[config.mk]
export PLATFORM = sky130hd
export DESIGN_NAME = warp_coalescer
export DESIGN_NICKNAME = d
export VERILOG_FILES = /design/src/rtl/wmc_pkg.sv /design/src/rtl/wmc_steer.sv /design/src/rtl/wmc_datapath.sv /design/src/rtl/wmc_ctrl.sv /design/src/rtl/warp_coalescer.sv
export SDC_FILE = /design/constraint.sdc
export NUM_CORES = 2
export LEC_CHECK = 0
export CORE_AREA = 2 2 536 538
export CTS_BUF_LIST = sky130_fd_sc_hd__clkbuf_4 sky130_fd_sc_hd__clkbuf_8
export DETAILED_ROUTE_END_ITERATION = 16
export DIE_AREA = 0 0 538 540
export DONT_BUFFER_PORTS = 1
export GPL_TIMING_DRIVEN = 1
export HOLD_SLACK_MARGIN = 0.06
export PLACE_DENSITY = 0.43
export SETUP_SLACK_MARGIN = 0.4
export SYNTH_ARGS = -nofsm -noshare
export SYNTH_HDL_FRONTEND = slang
export SYNTH_SLANG_ARGS = --single-unit
export TNS_END_PERCENT = 50
[constraint.sdc]
create_clock -name clk -period 105.4 [get_ports clk]
set_input_delay 10.54 -clock clk [delete_from_list [all_inputs] [get_ports clk]]
set_output_delay 10.54 -clock clk [all_outputs]
set_load 0.02 [all_outputs]
[src/rtl/wmc_pkg.sv]
package wmc_pkg;
  typedef enum logic [1:0] {
    SPACE_GLOBAL = 2'd0,
    SPACE_SHARED = 2'd1,
    SPACE_LOCAL  = 2'd2
  } space_e;

  // strobes from control to datapath
  typedef struct packed {
    logic load;    // capture a new warp
    logic retire;  // drop the threads served by the current request
  } strobe_t;
endpackage

[src/rtl/wmc_steer.sv]
module wmc_steer
  import wmc_pkg::*;
#(
  parameter int ADDR_W = 40,
  parameter int OFF_W = 7,
  parameter int WIN_BITS = 24,
  parameter logic [ADDR_W-1:0] SHARED_BASE = ADDR_W'(32'h0100_0000),
  localparam int BLK_W = ADDR_W - OFF_W
) (
  input  logic [ADDR_W-1:0] addr,
  output space_e            space,
  output logic [BLK_W-1:0]  blk
);
  localparam logic [ADDR_W-1:0] WinSize = ADDR_W'(1) << WIN_BITS;

  logic [ADDR_W-1:0] relShared;
  logic [ADDR_W-1:0] relLocal;

  // addresses below the base wrap to large values and land in global
  assign relShared = addr - SHARED_BASE;
  assign relLocal  = relShared - WinSize;

  always_comb begin
    if (relShared < WinSize) begin
      space = SPACE_SHARED;
      blk   = relShared[ADDR_W-1:OFF_W];
    end else if (relLocal < WinSize) begin
      space = SPACE_LOCAL;
      blk   = relLocal[ADDR_W-1:OFF_W];
    end else begin
      space = SPACE_GLOBAL;
      blk   = addr[ADDR_W-1:OFF_W];
    end
  end
endmodule

[src/rtl/wmc_datapath.sv]
module wmc_datapath
  import wmc_pkg::*;
#(
  parameter int LANES = 32,
  parameter int ADDR_W = 40,
  parameter int NARROW_W = 32,
  parameter int OFF_W = 7,
  parameter int WIN_BITS = 24,
  parameter logic [ADDR_W-1:0] SHARED_BASE = ADDR_W'(32'h0100_0000),
  localparam int BLK_W = ADDR_W - OFF_W,
  localparam int LIDX_W = $clog2(LANES)
) (
  input  logic                    clk,
  input  logic                    rstN,
  input  strobe_t                 stb,
  input  logic [LANES*ADDR_W-1:0] insnAddr,
  input  logic [LANES-1:0]        insnMask,
  input  logic                    insnNarrow,
  output logic                    busy,
  output space_e                  blkSpace,
  output logic [ADDR_W-1:0]       blkAddr,
  output logic [LANES-1:0]        blkMask
);
  logic [ADDR_W-1:0] addrQ [LANES];
  logic [LANES-1:0]  pendQ;
  space_e            laneSpace [LANES];
  logic [BLK_W-1:0]  laneBlk [LANES];
  logic [LANES-1:0]  matchVec;
  logic [LIDX_W-1:0] leadIdx;
  space_e            leadSpace;
  logic [BLK_W-1:0]  leadBlk;

  for (genvar g = 0; g < LANES; g++) begin : g_lane
    logic [ADDR_W-1:0] rawAddr;
    logic [ADDR_W-1:0] effAddr;

    assign rawAddr = insnAddr[g*ADDR_W +: ADDR_W];
    assign effAddr = insnNarrow ? ADDR_W'(rawAddr[NARROW_W-1:0]) : rawAddr;

    always_ff @(posedge clk) begin
      if (stb.load) addrQ[g] <= effAddr;
    end

    wmc_steer #(
      .ADDR_W(ADDR_W), .OFF_W(OFF_W), .WIN_BITS(WIN_BITS), .SHARED_BASE(SHARED_BASE)
    ) u_steer (
      .addr (addrQ[g]),
      .space(laneSpace[g]),
      .blk  (laneBlk[g])
    );

    assign matchVec[g] = pendQ[g] && (laneSpace[g] == leadSpace) && (laneBlk[g] == leadBlk);
  end

  // lowest pending thread leads the next request
  always_comb begin
    leadIdx = '0;
    for (int i = LANES - 1; i >= 0; i--) begin
      if (pendQ[i]) leadIdx = LIDX_W'(i);
    end
  end

  assign leadSpace = laneSpace[leadIdx];
  assign leadBlk   = laneBlk[leadIdx];

  always_ff @(posedge clk or negedge rstN) begin
    if (!rstN) begin
      pendQ <= '0;
    end else if (stb.load) begin
      pendQ <= insnMask;
    end else if (stb.retire) begin
      pendQ <= pendQ & ~matchVec;
    end
  end

  assign busy     = |pendQ;
  assign blkSpace = leadSpace;
  assign blkAddr  = {leadBlk, {OFF_W{1'b0}}};
  assign blkMask  = matchVec;
endmodule

[src/rtl/wmc_ctrl.sv]
module wmc_ctrl
  import wmc_pkg::*;
(
  input  logic    insnValid,
  input  logic    blkReady,
  input  logic    busy,
  output logic    insnReady,
  output logic    blkValid,
  output strobe_t stb
);
  assign insnReady  = !busy;
  assign blkValid   = busy;
  assign stb.load   = insnValid && !busy;
  assign stb.retire = busy && blkReady;
endmodule

[src/rtl/warp_coalescer.sv]
module warp_coalescer
  import wmc_pkg::*;
#(
  parameter int LANES = 32,
  parameter int ADDR_W = 40,
  parameter int NARROW_W = 32,
  parameter int BLK_BYTES = 128,
  parameter int WIN_BITS = 24,
  parameter logic [ADDR_W-1:0] SHARED_BASE = ADDR_W'(32'h0100_0000),
  localparam int OFF_W = $clog2(BLK_BYTES)
) (
  input  logic                    clk,
  input  logic                    rstN,
  input  logic                    insnValid,
  output logic                    insnReady,
  input  logic [LANES*ADDR_W-1:0] insnAddr,
  input  logic [LANES-1:0]        insnMask,
  input  logic                    insnNarrow,
  output logic                    blkValid,
  input  logic                    blkReady,
  output logic [1:0]              blkSpace,
  output logic [ADDR_W-1:0]       blkAddr,
  output logic [LANES-1:0]        blkMask
);
  strobe_t stb;
  logic    busy;
  space_e  spaceOut;

  wmc_ctrl u_ctrl (
    .insnValid(insnValid),
    .blkReady (blkReady),
    .busy     (busy),
    .insnReady(insnReady),
    .blkValid (blkValid),
    .stb      (stb)
  );

  wmc_datapath #(
    .LANES(LANES), .ADDR_W(ADDR_W), .NARROW_W(NARROW_W), .OFF_W(OFF_W),
    .WIN_BITS(WIN_BITS), .SHARED_BASE(SHARED_BASE)
  ) u_dp (
    .clk       (clk),
    .rstN      (rstN),
    .stb       (stb),
    .insnAddr  (insnAddr),
    .insnMask  (insnMask),
    .insnNarrow(insnNarrow),
    .busy      (busy),
    .blkSpace  (spaceOut),
    .blkAddr   (blkAddr),
    .blkMask   (blkMask)
  );

  assign blkSpace = spaceOut;
endmodule

==> metrics.cfg <==
[route]
drt_iter0_drc = 11780
route.detailed.drc = 0
viasPerCell = 6.527
via_count = 82610
ant_nets = 0
drt-total-wl_um = 583500
drt-pass1-iter-count = 7
wl_per_cell_um = 46.10

[cts]
cts_resized = 0
htreeDepth = 4
insertion_delay_ns = 1.10
cts_buffer_depth = 4
clock-sinks = 1088
postCtsHoldBufs = 0
cts_root_buf = clkbuf_8
cts_setup_buffers = 0
cts_buffers = 204
cts_tree = done
clk_pin_slew_ns = 0.06

[timing]
period_share_pct = 20.37
worst_slew_pin_slew_ns = 1.508
setup_viol = 0
setup_tns_ns = 0
hold_violations = 0
final_max_slew_viol_count = 1
fmax_ghz = 0.04658
relSlewSlack_pct = -0.5077
grt_setup_unrepaired = no
period_needed_ns = 21.47
skew_ns = 0.1458

[yosys]
synth_seq_cells = 1088
ys.warnings.count = 0
yosys-top-cells-area = edfxtp_1 (38%), xnor2_1 (6.6%), xor2_1 (6.2%)
synth_top_cells_by_count = edfxtp_1 (1056), xnor2_1 (631), xor2_1 (591), nand2_1 (543), clkbuf_1 (453)
ys_seq_area_share_pct = 38.82
async_reset_ff_share_pct = 2.941
synth.distinct_cells = 118
syn_inst = 8910
synth.most_common_cell = edfxtp_1
synth.avg_cell_area_um2 = 9.399
synth_area_um2 = 83750
ys.flop_type = edfxtp_1
synth_edf_count = 1056
yosysTopAreaCell = edfxtp_1
yosys.area.top_type_share_pct = 37.86

[setup_path]
cp_top_family = simple AND/OR/NAND/NOR gates
cp-end-kind = output pin
crit_arrival_ns = 10.93
worstPathRequired_ns = 94.86
crit_buf_inv = 5
cp_slowest_stage_delay_ns = 1.15
crit_chain = nor2_1 -> a221oi_1 -> nor4_1 -> o21ai_4 -> nand2_4 -> buf_4 -> buf_4 -> buf_4 -> a211oi_1 -> nor4b_2 -> or4_4 -> buf_4 -> buf_4 -> xnor2_1 -> nand4_1 -> nor4_1 -> nand4_1 -> nor4_2
start_kind = flip-flop
crit_fanout = 49
path_class = reg2out
crit_path_frequent_cell = buf_4
cpMaxStageDelayCell = nor4b_2

[run]
drv_cap = 1

[floorplanning]
dieArea_um2 = 290500
pin_count = 1393
num_rows = 196
die_h_um = 540
die_x_um = 538
start_util_pct = 29.44
core_area_um2 = 284500

[grt]
grt_use_total_pct = 38.42
grt_pass1_vias = 77270
antenna_found_initial = 230
overflow = 0
grt_pass1_wl_um = 748600
grt_max_degree = 257

[placed_design]
place_hpwl_um = 454400
place.port_buffers = 0
place_congestion = 1.036

[final_layout]
final_layout_size_suffix_gt1_share_pct = 9.895
final_nets = 10050
syn_to_final_growth_pct = 10.18
fill_cells = 29550

[min_path]
min_path_type = reg2reg

[status]
violations = capacitance limit, slew limit
status = finished, violations left

==> area by class of cell <==
class,count,area (µm²),share of cell area (%)
diodes,123,307.8,0.3336
clock buffers,261,3273,3.547
well taps,3762,4707,5.101
repair buffers,242,1944,2.107
clock inverters,96,1055,1.143
flip-flops and latches,1088,32510,35.23
multi-input cells,6896,47760,51.76
inverters,189,711.9,0.7715
==> cells by family after synthesis <==
group / after synthesis / share of synthesized area (%)
simple gates: 3382 / 23.17
compound gates: 2022 / 16.90
xor+xnor: 1225 / 12.85
flops: 1088 / 38.82
buf+inv: 932 / 4.794
mux: 148 / 1.796
fa+ha+maj: 112 / 1.661
other cells: 1 / 0.004478
==> layout by cell type, fill, tap and decap left out, types with 43 or more instances in the layout <==
cell | synthesis | final
edfxtp_1 | 1056 | 1056
xnor2_1 | 631 | 631
xor2_1 | 591 | 591
nand2_1 | 543 | 536
nor2_1 | 409 | 398
o21ai_0 | 376 | 373
nor2b_1 | 335 | 333
a21oi_1 | 332 | 330
nand4_1 | 292 | 292
nor3_1 | 281 | 280
nand3_1 | 275 | 274
nor4_1 | 249 | 241
buf_4 | 44 | 229
clkbuf_8 | 0 | 210
a211oi_1 | 198 | 196
and3_1 | 197 | 196
inv_1 | 188 | 188
mux2i_1 | 130 | 130
a31oi_1 | 125 | 124
diode_2 | 0 | 123
ha_1 | 108 | 108
or3_1 | 101 | 101
or4_1 | 94 | 93
nand2b_1 | 84 | 84
a22oi_1 | 81 | 80
o211ai_1 | 67 | 67
and2_1 | 73 | 63
o31ai_1 | 59 | 58
or2_2 | 57 | 57
nand4b_1 | 56 | 56
nor4b_1 | 62 | 56
clkbuf_4 | 0 | 51
a21boi_0 | 50 | 50
a211o_1 | 47 | 47
a21o_1 | 43 | 43
o21a_1 | 44 | 43
==> layer usage <==
metal | up-vias | routed length (µm) | global-route usage (%)
met3 | 1762 | 63280 | 12.75
met4 | 148 | 53810 | 30.32
li1 | 33270 | - | -
met1 | 41360 | 212400 | 44.32
met2 | 6067 | 253100 | 58.25
met5 | - | 1001 | 0
==> final timing paths <==
kind	endpoint	depth (start not counted)	slack (ns)	from
worst max-delay path	blkMask[28]	18	83.93	u_dp.pendQ[27]
worst min-delay path	u_dp.pendQ[22]	2	0.70	u_dp.pendQ[22]
worst max register to register	u_dp.pendQ[28]	19	95.10	u_dp.pendQ[27]
worst min register to register	u_dp.pendQ[22]	2	0.70	u_dp.pendQ[22]
max in group asynchronous	u_dp.pendQ[13]	0	95.98	rstN
min in group asynchronous	u_dp.pendQ[17]	0	9.15	rstN
==> worst reg2reg max path: cells and delay by family, from the launching register on <==
family	cells	cell delay, ns
flops	1	0.63
compound gates	4	0.82
xor+xnor	1	0.21
simple gates	9	5.44
buf+inv	5	3.02
==> flip-flops by register name, indices dropped and copies added, names as in the netlist <==
| register | count |
|---|---|
| u_dp.addrQ | 1056 |
| u_dp.pendQ | 32 |
==> metrics by stage <==
stage          setup WS [ns]  std cells  instance area (µm²)  hold WS [ns]  util (%)
2_1_floorplan          62.94       8916                83770        0.5486         -
3_3_place_gp           85.48      12180                87640        0.6494     30.81
3_5_place_dp           85.52      12180                87640        0.6613     30.81
4_1_cts                84.36      12530                91970        0.6687     32.33
5_1_grt                84.05      12590                92120        0.6880     32.38
6_report               83.93      12660                92270        0.6967     32.44
Power is left out: the tool's default activity adds up to more than one toggle a clock period on the data nets, which glitch-free logic cannot reach.
